### config.mk
export PLATFORM = sky130hd
export DESIGN_NAME = mgmt_window_seq
export DESIGN_NICKNAME = d
export VERILOG_FILES = /design/src/rtl/mws_pkg.sv /design/src/rtl/mws_cmd_fmt.sv /design/src/rtl/mws_poll_ctr.sv /design/src/rtl/mgmt_window_seq.sv
export SDC_FILE = /design/constraint.sdc
export NUM_CORES = 1
export LEC_CHECK = 0
export ABC_AREA = 0
export BUFFER_PORTS_ARGS = -buffer_cell sky130_fd_sc_hd__buf_2
export CORE_ASPECT_RATIO = 1.75
export CORE_MARGIN = 3
export CORE_UTILIZATION = 55
export DETAILED_ROUTE_END_ITERATION = 10
export PLACE_DENSITY = 0.83
export SLEW_MARGIN = 20
export SYNTH_ARGS = -nofsm -noshare
export SYNTH_HDL_FRONTEND = slang
export SYNTH_SLANG_ARGS = --single-unit
export TNS_END_PERCENT = 5
### constraint.sdc
create_clock -name clk -period 4 [get_ports clk]
set_input_delay 0 -clock clk [delete_from_list [all_inputs] [get_ports clk]]
set_output_delay 0 -clock clk [all_outputs]
set_load 0.02 [all_outputs]
### src/rtl/mws_pkg.sv
package mws_pkg;
    localparam int ADDR_W   = 5;
    localparam int DATA_W   = 16;
    localparam int BUSY_BIT = 15;

    localparam logic [ADDR_W-1:0] WIN_CMD_REG  = 5'd0;
    localparam logic [ADDR_W-1:0] WIN_DATA_REG = 5'd1;

    localparam logic [DATA_W-1:0] CMD_BASE = 16'h9000;
    localparam logic [DATA_W-1:0] CMD_OP_RD = 16'h0800;
    localparam logic [DATA_W-1:0] CMD_OP_WR = 16'h0400;

    typedef enum logic [1:0] {
        ERR_NONE    = 2'd0,
        ERR_TIMEOUT = 2'd1,
        ERR_BUS     = 2'd2
    } err_t;

    typedef enum logic [3:0] {
        S_IDLE,
        S_DIR_ISSUE,  S_DIR_WAIT,
        S_PRE_ISSUE,  S_PRE_WAIT,
        S_WDAT_ISSUE, S_WDAT_WAIT,
        S_CMD_ISSUE,  S_CMD_WAIT,
        S_POST_ISSUE, S_POST_WAIT,
        S_RDAT_ISSUE, S_RDAT_WAIT,
        S_FINISH
    } state_t;
endpackage

### src/rtl/mws_cmd_fmt.sv
module mws_cmd_fmt
    import mws_pkg::*;
(
    input  logic              is_read,
    input  logic [ADDR_W-1:0] dev,
    input  logic [ADDR_W-1:0] regn,
    output logic [DATA_W-1:0] word
);
    localparam int PAD_W = DATA_W - 2*ADDR_W;

    always_comb begin
        word = CMD_BASE | (is_read ? CMD_OP_RD : CMD_OP_WR)
             | {{PAD_W{1'b0}}, dev, regn};
    end
endmodule

### src/rtl/mws_poll_ctr.sv
module mws_poll_ctr #(
    parameter int MAX_POLLS = 16
) (
    input  logic clk,
    input  logic rst_n,
    input  logic clear,
    input  logic tick,
    output logic last
);
    localparam int CW = $clog2(MAX_POLLS + 1);
    localparam logic [CW-1:0] LIMIT = CW'(MAX_POLLS - 1);

    logic [CW-1:0] cnt;

    always_ff @(posedge clk or negedge rst_n) begin
        if (!rst_n)
            cnt <= '0;
        else if (clear)
            cnt <= '0;
        else if (tick)
            cnt <= cnt + 1'b1;
    end

    assign last = (cnt == LIMIT);

    // a poll phase never counts past its limit
    p_cnt_bound_r6: assert property (@(posedge clk) disable iff (!rst_n)
        (tick && !clear) |-> (cnt <= LIMIT));
endmodule

### src/rtl/mgmt_window_seq.sv
module mgmt_window_seq
    import mws_pkg::*;
#(
    parameter int MAX_POLLS = 16
) (
    input  logic              clk,
    input  logic              rst_n,
    input  logic [4:0]        cfg_win_addr,
    input  logic              req_valid,
    output logic              req_ready,
    input  logic              req_write,
    input  logic [4:0]        req_dev,
    input  logic [4:0]        req_reg,
    input  logic [15:0]       req_wdata,
    output logic              done,
    output logic [1:0]        rsp_err,
    output logic [15:0]       rsp_rdata,
    output logic              bus_req,
    output logic              bus_write,
    output logic [4:0]        bus_addr,
    output logic [4:0]        bus_reg,
    output logic [15:0]       bus_wdata,
    input  logic              bus_ack,
    input  logic              bus_err,
    input  logic [15:0]       bus_rdata
);
    state_t state, state_nx;

    logic              wr_q;
    logic [ADDR_W-1:0] dev_q, reg_q, win_q;
    logic [DATA_W-1:0] wdata_q;
    err_t              err_q, err_nx;
    logic [DATA_W-1:0] rdata_q, rdata_nx;
    logic              load_res;

    logic              poll_wait, poll_phase, poll_busy, poll_last;
    logic [DATA_W-1:0] cmd_word;

    mws_cmd_fmt u_fmt (
        .is_read (!wr_q),
        .dev     (dev_q),
        .regn    (reg_q),
        .word    (cmd_word)
    );

    assign poll_wait  = (state == S_PRE_WAIT) || (state == S_POST_WAIT);
    assign poll_phase = poll_wait || (state == S_PRE_ISSUE) || (state == S_POST_ISSUE);
    assign poll_busy  = bus_rdata[BUSY_BIT];

    mws_poll_ctr #(.MAX_POLLS(MAX_POLLS)) u_poll (
        .clk   (clk),
        .rst_n (rst_n),
        .clear (!poll_phase),
        .tick  (poll_wait && bus_ack && !bus_err && poll_busy),
        .last  (poll_last)
    );

    // state register and request / result holding
    always_ff @(posedge clk or negedge rst_n) begin
        if (!rst_n) begin
            state   <= S_IDLE;
            wr_q    <= 1'b0;
            dev_q   <= '0;
            reg_q   <= '0;
            win_q   <= '0;
            wdata_q <= '0;
            err_q   <= ERR_NONE;
            rdata_q <= '0;
        end else begin
            state <= state_nx;
            if (state == S_IDLE && req_valid) begin
                wr_q    <= req_write;
                dev_q   <= req_dev;
                reg_q   <= req_reg;
                win_q   <= cfg_win_addr;
                wdata_q <= req_wdata;
            end
            if (load_res) begin
                err_q   <= err_nx;
                rdata_q <= rdata_nx;
            end
        end
    end

    // next state and result selection
    always_comb begin
        state_nx = state;
        load_res = 1'b0;
        err_nx   = ERR_NONE;
        rdata_nx = '0;
        unique case (state)
            S_IDLE: begin
                if (req_valid)
                    state_nx = (cfg_win_addr == '0) ? S_DIR_ISSUE : S_PRE_ISSUE;
            end
            S_DIR_ISSUE:  state_nx = S_DIR_WAIT;
            S_PRE_ISSUE:  state_nx = S_PRE_WAIT;
            S_WDAT_ISSUE: state_nx = S_WDAT_WAIT;
            S_CMD_ISSUE:  state_nx = S_CMD_WAIT;
            S_POST_ISSUE: state_nx = S_POST_WAIT;
            S_RDAT_ISSUE: state_nx = S_RDAT_WAIT;
            S_DIR_WAIT, S_RDAT_WAIT: begin
                if (bus_err) begin
                    state_nx = S_FINISH; load_res = 1'b1; err_nx = ERR_BUS;
                end else if (bus_ack) begin
                    state_nx = S_FINISH; load_res = 1'b1;
                    rdata_nx = (state == S_RDAT_WAIT || !wr_q) ? bus_rdata : '0;
                end
            end
            S_WDAT_WAIT, S_CMD_WAIT: begin
                if (bus_err) begin
                    state_nx = S_FINISH; load_res = 1'b1; err_nx = ERR_BUS;
                end else if (bus_ack) begin
                    state_nx = (state == S_WDAT_WAIT) ? S_CMD_ISSUE : S_POST_ISSUE;
                end
            end
            S_PRE_WAIT, S_POST_WAIT: begin
                if (bus_err) begin
                    state_nx = S_FINISH; load_res = 1'b1; err_nx = ERR_BUS;
                end else if (bus_ack) begin
                    if (poll_busy) begin
                        if (poll_last) begin
                            state_nx = S_FINISH; load_res = 1'b1; err_nx = ERR_TIMEOUT;
                        end else begin
                            state_nx = (state == S_PRE_WAIT) ? S_PRE_ISSUE : S_POST_ISSUE;
                        end
                    end else if (state == S_PRE_WAIT) begin
                        state_nx = wr_q ? S_WDAT_ISSUE : S_CMD_ISSUE;
                    end else if (wr_q) begin
                        state_nx = S_FINISH; load_res = 1'b1;
                    end else begin
                        state_nx = S_RDAT_ISSUE;
                    end
                end
            end
            S_FINISH: state_nx = S_IDLE;
            default:  state_nx = S_IDLE;
        endcase
    end

    // outputs
    always_comb begin
        req_ready = (state == S_IDLE);
        done      = (state == S_FINISH);
        rsp_err   = err_q;
        rsp_rdata = rdata_q;
        bus_req   = 1'b0;
        bus_write = 1'b0;
        bus_addr  = win_q;
        bus_reg   = WIN_CMD_REG;
        bus_wdata = '0;
        unique case (state)
            S_DIR_ISSUE, S_DIR_WAIT: begin
                bus_req   = (state == S_DIR_ISSUE);
                bus_write = wr_q;
                bus_addr  = dev_q;
                bus_reg   = reg_q;
                bus_wdata = wr_q ? wdata_q : '0;
            end
            S_PRE_ISSUE, S_PRE_WAIT, S_POST_ISSUE, S_POST_WAIT: begin
                bus_req = (state == S_PRE_ISSUE) || (state == S_POST_ISSUE);
            end
            S_WDAT_ISSUE, S_WDAT_WAIT: begin
                bus_req   = (state == S_WDAT_ISSUE);
                bus_write = 1'b1;
                bus_reg   = WIN_DATA_REG;
                bus_wdata = wdata_q;
            end
            S_CMD_ISSUE, S_CMD_WAIT: begin
                bus_req   = (state == S_CMD_ISSUE);
                bus_write = 1'b1;
                bus_wdata = cmd_word;
            end
            S_RDAT_ISSUE, S_RDAT_WAIT: begin
                bus_req = (state == S_RDAT_ISSUE);
                bus_reg = WIN_DATA_REG;
            end
            default: ;
        endcase
    end

    // a bus request never lasts two cycles
    p_req_single_r9: assert property (@(posedge clk) disable iff (!rst_n)
        bus_req |=> !bus_req);
    // accepting a request drops ready
    p_ready_drop_r2: assert property (@(posedge clk) disable iff (!rst_n)
        (req_valid && req_ready) |=> !req_ready);
    // completion is a single-cycle pulse followed by ready
    p_done_pulse_r8: assert property (@(posedge clk) disable iff (!rst_n)
        done |=> (!done && req_ready));
    // an error response while waiting ends the access next cycle
    p_err_abort_r7: assert property (@(posedge clk) disable iff (!rst_n)
        (bus_err && !req_ready && !bus_req && !done) |=> (done && rsp_err == 2'd2));
    // a timeout returns zero data
    p_timeout_zero_r6: assert property (@(posedge clk) disable iff (!rst_n)
        (done && rsp_err == 2'd1) |-> (rsp_rdata == '0));
endmodule

### Word level (Yosys, flattened, before mapping)

Index checks and enable logic that the tools add are counted.

* flip-flop bits (word level): 59
* output and inout bits: 48

* $add $sub $neg: 1
* eq/ne operators: 19
* mux-type cells: 45
* bitwise logic cells: 1
* reduce and logical (&&, ||, !) cells: 25

Operators by type and width (count)
* $mux 16: 5
* $mux 4: 12
* $pmux 16 s3: 1
* $pmux 4 s10: 1
* $eq 4x4->1 const B: 6
* $eq 4x3->1 const B: 4
* $or 16x10->16: 1
* $reduce_or 4->1: 4
* $mux 5: 3
* $reduce_or 2->1: 7
* $mux 1: 12
* $mux 12: 1
* $pmux 5 s2: 1
* $ne 3x3->1 const B: 3
* $eq 4x2->1 const B: 2
* $mux 2: 4
* $add 5x1->5 const B: 1
* $eq 5x4->1 const B: 1
* $logic_not 5->1: 1
* $logic_or 1x1->1: 5
* $pmux 1 s5: 1
* $eq 4x1->1 const B: 1
* $logic_and 1x1->1: 4
* $logic_not 4->1: 1
* 8 further kinds: 9

### Logic depth before layout (Yosys ltp)

Gate-level depths: netlist of the first run.

* depth in word-level cells: 7
* mapped depth: 8

### Hierarchy

A second synthesis of the first run with hierarchy kept.

* cell total of the unflattened synthesis: 292
* area total of the unflattened synthesis: 3183.1 um^2

By module, submodules not included
* mgmt_window_seq: times used 1, cells each 251, area each 2788.9 um^2
* mws_poll_ctr: times used 1, cells each 23, area each 270.3 um^2
* mws_cmd_fmt: times used 1, cells each 18, area each 123.9 um^2

### Worst setup path before layout of the first run

No wires, ideal clock.

* kind: reg-to-reg
* start point: reg state[1]
* end point: reg dev_q[0]
* setup time: 128 ps
* arrival time: 1722 ps
* data required time: 3872 ps
* slack: 2150 ps
* stages on the path, launching flop included: 7
* period minus slack after synthesis: 1850 ps
* cells stage by stage: dfrtp_1 > buf_6 > buf_2 > nor4_4 > nand2_1 > buf_2 > mux2_1

* longest elaborated chain between the ends: 2

Ends and longest elaborated chain
* start: declaration: line mgmt_window_seq.sv:27 `state_t state, state_nx;`
* start signal: assignment: line mgmt_window_seq.sv:70 `state <= state_nx;`
* $logic_not 4->1
* named net req_ready: line mgmt_window_seq.sv:10 `output logic req_ready,`
* $logic_and 1x1->1: line mgmt_window_seq.sv:71 `if (state == S_IDLE && req_valid) begin`
* end signal: assignment: line mgmt_window_seq.sv:73 `dev_q <= req_dev;`
* end: declaration: line mgmt_window_seq.sv:30 `logic [ADDR_W-1:0] dev_q, reg_q, win_q;`

The timed path passes the listed nets, and every way through them passes these cells.
A chain may end at the register's enable or synchronous reset.

### Final worst setup path of the first run

* start point: reg state[1]
* end point: out bus_wdata[3]

* longest elaborated chain between the ends: 3

Ends and longest elaborated chain
* $eq 4x3->1, or another cell as far along: line mgmt_window_seq.sv:152 `unique case (state)`
* $reduce_or 2->1: line mgmt_window_seq.sv:152
* $pmux 16 s3 (*): line mgmt_window_seq.sv:152
* end: declaration: line mgmt_window_seq.sv:22 `output logic [15:0] bus_wdata,`

Every way passes the cells marked *; elsewhere a longest branch is shown, timed or not.

==> results of run 1 <==
[worst max-delay path: stages, from the launching register on]
cell and delay [ns]:
dfrtp_1 0.96, xor2_2 0.35, o21ai_1 0.13, nor2_2 0.60
a22o_1 0.27, buf_2 0.18
[sequential cells by signal, indices dropped and copies added (netlist names)]
name and count:
rsp_rdata 16, wdata_q 16, dev_q 5, reg_q 5, u_poll.cnt 5, win_q 5
state 4, rsp_err 2, wr_q 1
[cell type report]
class | instances | share of cell area (%)
Clock buffer | 9 | 2.858
Clock inverter | 7 | 2.309
Inverter | 7 | 0.7217
Multi-Input combinational cell | 181 | 34.93
Sequential cell | 59 | 34.06
Tap cell | 74 | 2.136
Timing Repair Buffer | 150 | 22.98
[path summary, 6_finish.rpt]
check | from | to | cells after the start
worst max-delay path | state[1] | bus_wdata[3] | 5
worst min-delay path | bus_rdata[15] | rsp_rdata[15] | 2
worst max register to register | state[2] | rsp_rdata[10] | 4
worst min register to register | rsp_err[1] | rsp_err[1] | 1
max in group asynchronous | rst_n | u_poll.cnt[0] | 3
min in group asynchronous | rst_n | win_q[1] | 3
[cells by family (layout without fill, tap and decap cells)]
group | Yosys count | count (layout) | synth area share (%)
AO/OA/AOI/OAI | 73 | 73 | 19.23
AND/OR/NAND/NOR | 61 | 61 | 12.09
flip-flops | 59 | 59 | 46.79
multiplexers | 39 | 39 | 13.84
buffers and inverters | 26 | 173 | 5.234
XOR/XNOR | 5 | 5 | 1.626
adder cells (fa/ha/maj) | 3 | 3 | 1.190
[stage by stage]
step           area (um^2)  power [mW]  worst slack, ns
3_3_place_gp          3630       2.642            1.645
5_1_grt               4334       3.634            1.003
2_1_floorplan         3156       2.285            2.150
6_report              4334       3.459            1.157
3_5_place_dp          3630       2.692            1.614
4_1_cts               4334       3.359            1.207
[report_power, final]
group | total (mW) | switching [mW] | leakage [nW] | internal (mW)
registers | 1.18 | 0.341 | 0.747 | 0.837
logic | 1.66 | 0.964 | 1.26 | 0.692
clock network | 0.626 | 0.270 | 0.114 | 0.356
total | 3.46 | 1.57 | 2.13 | 1.89
[cells in the final DEF (no fill, tap or decap), drive strengths merged, types with 3 or more instances in the layout]
master / instances
a21o: 4
a21oi: 5
a22o: 31
and2: 5
and3: 7
buf: 102
clkbuf: 9
clkinv: 3
dfrtp: 59
dlygate4sd3: 48
ha: 3
inv: 9
mux2: 37
nand2: 8
nor2: 16
nor3: 5
nor3b: 3
nor4: 3
o21ai: 11
xor2: 4
[Yosys cell counts (all sizes together) (3+ instances only)]
cell type	n
mux2	37
xor2	4
ha	3
dfrtp	59
inv	7
and2	5
nand2	8
a21oi	5
nor2	16
nor4	3
buf	19
and3	7
nor3b	3
a21o	4
a22o	31
o21ai	11
nor3	5
[routing by layer]
metal | track usage [%] | vias to the layer above
met5 | 0 | -
met4 | 15.77 | 0
met3 | 6.977 | 45
met2 | 54.42 | 171
met1 | 32.73 | 1393
li1 | - | 1283
==> run metrics, run 1 <==
outcome completed; WP data required roughly 4.0 ns; final WL around 9500 um; die width about 63 um; Max Used Layer met4; Slew headroom 32.69%; Initial Util between 50% and 60%; post-synth cell types 61; post-cts sizing count 0; length of routed wiring on met1 ~3300 um; leakage power between 2 and 2.5 nW; insertion delay to the later sink of the worst-skew pair approximately 0.35 ns; GRT Overall Usage between 30 and 40%; met2 WL 5130 um; Synthesized Nets ~320; clock slew seen by the registers of the worst setup and hold paths 0.07 ns; WS Path Type reg2out; area of the multi-input gates approximately 0.0015 mm^2; Finished Core Util between 80% and 90%; total core area ~0.0054 mm^2; number of global-route vias before repair slightly above 3000; global route total overflow 0; Max Buffers Root-to-Sink 2; Worst Skew around 0.014 ns; CTS sink cnt 59; Fin Hold WS approximately 0.022 ns; yosys warns 0; post-synthesis cell area between 0.003 and 0.004 mm^2; setup_tns 0 ns; fin cells 487; largest net degree at the start of global routing 60; ANT nets after route 0; Cell Pwr Density ~800 mW/mm^2; met3 wire len 636 um; Post-synth EDFFs 0; Hold Vio Cnt, Final 0; Synth Flop Type dfrtp_1; Antenna Cells 0; r2r setup slk around 1.5 ns; CP arrival 2.84 ns; Final Max Slew Viols 0; layout cells sized above 1 ~36%; synth top area cells dfrtp_1 (47%), mux2_1 (11%), a22o_1 (6.9%); top-area cell type share of the netlist area 46.79%; Post-Syn Area per Cell 11.86 um^2; Placement Rows 35; unrepaired setup endpoints after global routing false; endpoints failing setup 0; Yosys reg bits 59; length of the first detailed-routing pass in iterations 7; Hold Path Class in2reg; H-tree depth 3; f_max approximately 0.35 GHz; initial DRC count ~230; CP startpoint kind register; drt drc 0; Inserted Clock Buffers 9; clk root buf clkbuf_8; TritonCTS clock tree built; asr flop ratio synth between 90% and 100%; HPWL after DPL between 5000 and 6000 um; maxcap violations 0; Synth area leader dfrtp_1; DIE AREA approximately 0.0067 mm^2; IO Port Bufs 100; Top-Level Pins 101; DP Cell Count between 400 and 500; Worst Path Max Fanout 26; Setup Buffers After CTS 0; first-pass GRT wire length 15660 um; drt wl/cell roughly 20 um; storage element area about 0.0015 mm^2; instance count of the mapped netlist 266; antenna violations before repair 0; Via-to-Cell Ratio around 6; layout net count around 460; die height around 110 um; fin crit share 71.06%; Critical Path End Type output port; register area share after synthesis between 40% and 50%; via count 2892; worst vdd ir roughly 590 uV; Slew @ Worst Pin 1.010 ns; minimum clock period about 2.8 ns; fillers approximately 290; Area Overhead vs Synth 37.35%; RePlAce Congestion 0.9006; post-cts hold buffer count 48
Note: power is estimated with default switching activity, not from simulation.
==> run 2, diff against run 1 <==
--- a/config.mk
+++ b/config.mk
@@ -9,9 +9,9 @@
 export BUFFER_PORTS_ARGS = -buffer_cell sky130_fd_sc_hd__buf_2
 export CORE_ASPECT_RATIO = 1.75
 export CORE_MARGIN = 3
-export CORE_UTILIZATION = 55
+export CORE_UTILIZATION = 46
 export DETAILED_ROUTE_END_ITERATION = 10
-export PLACE_DENSITY = 0.83
+export PLACE_DENSITY = 0.74
 export SLEW_MARGIN = 20
 export SYNTH_ARGS = -nofsm -noshare
 export SYNTH_HDL_FRONTEND = slang
==> constraint.sdc (replaced) <==
create_clock -name clk -period 2.3 [get_ports clk]
set_input_delay 0 -clock clk [delete_from_list [all_inputs] [get_ports clk]]
set_output_delay 0 -clock clk [all_outputs]
set_load 0.02 [all_outputs]
==> run 2 against run 1 <==
- sequential share of layout area down 1.6 points
- first-iteration DRC count down 23%
- die area up 18%
- count of clock-buffer cells in the layout unchanged
- hold slack better by 0.056 ns
- clock skew down 0.0029 ns
- setup slack worse by 1.0 ns
- register-to-register slack worse by 1.3 ns
- combinational power up 85%
- critical path depth up 1
- critical endpoint unchanged
==> run metrics, run 2 (same netlist as run 1, synthesis figures left out) <==
DIE AREA 0.007929 mm^2 (+18%); setup_tns 0 ns (unchanged); antenna violations before repair 0 (unchanged); met1 Track Usage GR 27.35% (-5.4 points); Critical R2R Capture rsp_rdata[10]; CTS sink cnt 59 (unchanged); TritonCTS clock tree built; placed instance area 0.003747 mm^2 (+3.2%); global route total overflow 0 (unchanged); insertion delay to the later sink of the worst-skew pair 0.33 ns (-0.02 ns); CP arrival 2.14 ns (-0.70 ns); Initial Util 47.90% (-11 points); Max Buffers Root-to-Sink 2 (unchanged); Inserted Clock Buffers 9 (unchanged); Setup Buffers After CTS 0 (unchanged); H-tree depth 3 (unchanged); endpoints failing setup 0 (unchanged); Reg2Reg Launch Point state[2]; f_max roughly 0.47 GHz; die width 68.61 um (+8.5%); most frequent cells in the layout buf_2 (100), dfrtp_1 (57), dlygate4sd3_1 (48); HPWL after DPL 5898 um (+12%); WS Path Type reg2out; final WL 9029 um (-5.3%); largest net degree at the start of global routing 33 (-45%); Hold Vio Cnt, Final 0 (unchanged); minimum clock period ~2.1 ns; Critical Path Start state[0]; layout net count 475 (+2.4%); commonest non-fill, non-tap cell in the layout buf_2; Top-Level Pins 101 (unchanged); reg2reg path depth 4 (unchanged); Worst Path Max Fanout 17 (-35%); Critical Path End Type output port; ANT nets after route 0 (unchanged); drt wl/cell 17.81 um (-9.1%); met3 Resource Use GR 5.238% (-1.7 points); CP startpoint kind register; length of the first detailed-routing pass in iterations 4 (-3); clk root buf clkbuf_16; r2r setup slk 0.24 ns (-1.28 ns); total core area 0.006588 mm^2 (+22%); end point of the critical path bus_wdata[3]; initial DRC count 177 (-23%); GRT Overall Usage 24.87% (-5.5 points); Cell Pwr Density 1403 mW/mm^2 (+76%); Via-to-Cell Ratio 5.578 (-6.1%); first-pass GRT wire length 14670 um (-6.3%); layout cells sized above 1 38.21% (+2.1 points); RePlAce Congestion 0.9193 (+2.1%); fillers 491 (+71%); leakage power 2.232 nW (+5.0%); Placement Rows 39 (+11%); Slew headroom 54.28% (+22 points); GR Layer Usage met2 43.71% (-11 points); GR peak layer met2; number of global-route vias before repair 3090 (+0.49%); outcome completed; Design Area, Final 0.004557 mm^2 (+5.1%); Hold Path Class in2reg; Area Overhead vs Synth 44.41%; maxcap violations 0 (unchanged); Design Power 6.394 mW (+85%); WP data required 2.30 ns (-1.70 ns); via count 2828 (-2.2%); Final Max Slew Viols 0 (unchanged); unrepaired setup endpoints after global routing false; clock slew seen by the registers of the worst setup and hold paths 0.05 ns (-0.02 ns); worst vdd ir 842.7 uV (+42%); Slew @ Worst Pin 0.6851 ns (-0.3246 ns); die height 115.6 um (+8.8%); drt drc 0 (unchanged); IO Port Bufs 100 (unchanged); Worst Skew 0.01086 ns (-0.002877 ns); fin crit share between 90% and 100%
run 2: report_power, final:
part           total [mW]  internal, mW  leakage [nW]  switching (mW)
Sequential           1.88          1.47         0.745           0.417
Combinational        3.07          1.33          1.33            1.74
Clock                1.44         0.954         0.156           0.487
Total                6.39          3.75          2.23            2.65
run 2: per-stage QoR:
step                instances  utilization (%)  hold WS, ns  setup slack (ns)
global placement          442            56.89      0.07914            0.3592
CTS                       506            69.10      0.05611           0.04346
finish                    507            69.17      0.07768            0.1621
detailed placement        442            56.89      0.07561            0.3244
floorplan                 266                -      -0.2956            0.4501
global route              506            69.14      0.07104           0.06999
run 2: layout make-up:
type,instances,area [um^2],area share [%]
antenna,1,2.502,0.05491
clock buffer,9,225.2,4.942
clock inverter,7,98.84,2.169
inverter,7,31.28,0.6864
multi-input combinational,181,1514,33.22
sequential,59,1479,32.45
tap,82,102.6,2.252
timing repair buffer,161,1104,24.22
run 2: worst min-delay path by stage:
stage / from / endpoint / depth (start not counted)
after CTS: bus_rdata[15] / rsp_rdata[15] / 2
after detailed placement: rst_n / state[1] / 1
after global routing: bus_rdata[15] / rsp_rdata[15] / 2
final: bus_rdata[15] / rsp_rdata[15] / 2
after floorplan: rst_n / dev_q[0] / 0
after global placement: rst_n / state[1] / 1
run 2: critical path, stage by stage, from the launching register on:
cell and delay, ns:
dfrtp_1 0.63, xor2_2 0.38, o21ai_1 0.14, nor2_2 0.09, buf_4 0.22, a22o_1 0.18
buf_2 0.17
run 2: routing by layer:
layer | share of wire [%] | wire length, um | vias to the layer above
li1 | - | - | 1311
met1 | 37 | 3345 | 1407
met2 | 56 | 5062 | 81
met3 | 3.8 | 340 | 29
met4 | 3.1 | 280 | 0
met5 | 0 | 0 | -
run 2: timing repair:
action | 4_1_cts | 5_1_grt
endpoints found under the setup margin | 0 | 22
endpoints found under the hold margin | 74 | 0
gates resized for setup | 0 | 2
hold buffers | 48 | 0
==> run 3, diff against run 2 <==
--- a/config.mk
+++ b/config.mk
@@ -7,11 +7,13 @@
 export LEC_CHECK = 0
 export ABC_AREA = 0
 export BUFFER_PORTS_ARGS = -buffer_cell sky130_fd_sc_hd__buf_2
+export CELL_PAD_IN_SITES_DETAIL_PLACEMENT = 1
+export CELL_PAD_IN_SITES_GLOBAL_PLACEMENT = 1
 export CORE_ASPECT_RATIO = 1.75
 export CORE_MARGIN = 3
-export CORE_UTILIZATION = 46
+export CORE_UTILIZATION = 36
 export DETAILED_ROUTE_END_ITERATION = 10
-export PLACE_DENSITY = 0.74
+export PLACE_DENSITY = 0.75
 export SLEW_MARGIN = 20
 export SYNTH_ARGS = -nofsm -noshare
 export SYNTH_HDL_FRONTEND = slang
==> run 3 against run 2 <==
- count of clock-buffer cells in the layout is 2 higher
- routed wire length up 30%
- first-iteration DRC count shrank 40%
- non-clock buffer count down 2
- hold slack got worse by 0.016 ns
- maximum frequency shrank 2.1%
- die area grew 26%
- sequential share of layout area increased by 0.20 points
- critical path depth unchanged
- setup slack worse by 0.045 ns
- cell count rose by 5.9%
- utilization decreased by 15 points
==> run metrics, run 3 (same netlist as run 1, synthesis figures left out) <==
Design Power 6.474 mW (+1.2%); WS Path Type reg2out; unrepaired setup endpoints after global routing false; most frequent cells in the layout buf_2 (100), dfrtp_1 (56), dlygate4sd3_1 (48); Area Overhead vs Synth 43.89%; Hold Vio Cnt, Final 0 (unchanged); number of global-route vias before repair 3387 (+9.6%); f_max 0.4582 GHz (-2.1%); Cell Pwr Density 1426 mW/mm^2 (+1.6%); fin crit share 94.90% (+1.9 points); DIE AREA 0.009969 mm^2 (+26%); CTS sink cnt 59 (unchanged); outcome completed; WP data required 2.30 ns (about the same); Critical Path End Type output port; Placement Rows 44 (+13%); Slew headroom 52.63% (-1.7 points); total core area 0.008423 mm^2 (+28%); Initial Util 37.46% (-10 points); final setup margin 0.1173 ns (-0.04478 ns); largest net degree at the start of global routing 33 (unchanged); setup_tns 0 ns (unchanged); worst vdd ir 1113 uV (+32%); Inserted Clock Buffers 9 (unchanged); CP startpoint kind register; HPWL after DPL 6924 um (+17%); RePlAce Congestion 0.8568 (-6.8%); ANT nets after route 0 (unchanged); Design Area, Final 0.004541 mm^2 (-0.36%); die height 129.9 um (+12%); final WL 11720 um (+30%); clk root buf clkbuf_16; Final Max Slew Viols 0 (unchanged); pre-CTS setup slack 0.2029 ns (-0.1214 ns); commonest non-fill, non-tap cell in the layout buf_2; Max Buffers Root-to-Sink 2 (unchanged); CP arrival 2.18 ns (+0.04 ns); Slew @ Worst Pin 0.7106 ns (+0.02554 ns); length of the first detailed-routing pass in iterations 6 (+2); Setup Buffers After CTS 0 (unchanged); layout net count 473 (-0.42%); Finished Core Util 53.91% (-15 points); Fin Hold WS 0.06158 ns (-0.01610 ns); DP Cell Count 473 (+7.0%); via count 2915 (+3.1%); leakage power 2.197 nW (-1.5%); layout cells sized above 1 38.00% (-0.20 points); GRT Overall Usage 24.41% (-0.46 points); IO Port Bufs 100 (unchanged); fin cells 537 (+5.9%); Reg2Reg Launch Point u_poll.cnt[0]; H-tree depth 3 (unchanged); drt wl/cell 21.82 um (+23%); Hold Path Class in2reg; minimum clock period 2.183 ns (+0.04478 ns); endpoints failing setup 0 (unchanged); Via-to-Cell Ratio 5.428 (-2.7%); first-pass GRT wire length 18440 um (+26%); drt drc 0 (unchanged); Worst Skew 0.009598 ns (-0.001264 ns); placed instance area 0.003761 mm^2 (+0.37%); antenna violations before repair 0 (unchanged); TritonCTS clock tree built; maxcap violations 0 (unchanged); global route total overflow 0 (unchanged); die width 76.77 um (+12%); Critical Path Start state[3]; initial DRC count 106 (-40%); Worst Path Max Fanout 14 (-3); insertion delay to the later sink of the worst-skew pair 0.33 ns (about the same); worst hold start bus_rdata[15]; Top-Level Pins 101 (unchanged); clock slew seen by the registers of the worst setup and hold paths 0.05 ns (about the same)
[run 3: changes by cell type in the layout (fill, tap and decap cells not counted)]
cell	before	now
xor2_4	0	1
clkbuf_8	0	2
dfrtp_1	57	56
dfrtp_4	0	1
buf_12	2	1
xor2_2	1	0
buf_4	11	10
inv_6	3	1
clkinv_2	1	2
bufinv_16	2	0
[run 3: power breakdown]
group          switching (mW)  total, mW  leakage, nW  internal [mW]
combinational            1.95       3.26         1.32           1.31
sequential              0.476       1.95        0.744           1.47
clock                   0.482       1.26        0.137          0.778
[run 3: worst max-delay path, stage by stage (launching register included)]
cell and delay, ns:
dfrtp_2 0.61, nor2b_1 0.33, nand2_1 0.14, o21ai_2 0.15
buf_4 0.26, a22o_1 0.18, buf_2 0.17
[run 3: area by class of cell]
type / count / area (um^2)
antenna: 1 / 2.502
clock buffer: 11 / 252.7
clock inverter: 4 / 26.28
fill: 913 / 3882
inverter: 7 / 31.28
multi-input combinational: 181 / 1525
sequential: 59 / 1483
tap: 115 / 143.9
timing repair buffer: 159 / 1076
[run 3: layer usage]
metal	part of all wire [%]	up-vias	GRT usage [%]	wire (um)
li1	-	1291	-	-
met1	34	1454	22.69	3930
met2	56	121	45.99	6575
met3	4.4	49	5.939	515
met4	5.9	0	17.50	697
met5	0	-	0	0
[run 3: final timing paths]
path / to / slack (ns) / depth (start not counted)
min in group asynchronous: wdata_q[2] / 0.27 / 2
worst min register to register: rsp_err[1] / 0.48 / 1
worst min-delay path: rsp_rdata[15] / 0.06 / 2
max in group asynchronous: state[0] / 1.39 / 3
worst max-delay path: bus_wdata[11] / 0.12 / 6
worst max register to register: state[1] / 0.18 / 7
[run 3: timing repair]
action,in CTS,in global routing
gates resized for setup,1,4
setup endpoints to repair,9,22
hold buffers,48,0
endpoints found under the hold margin,76,0
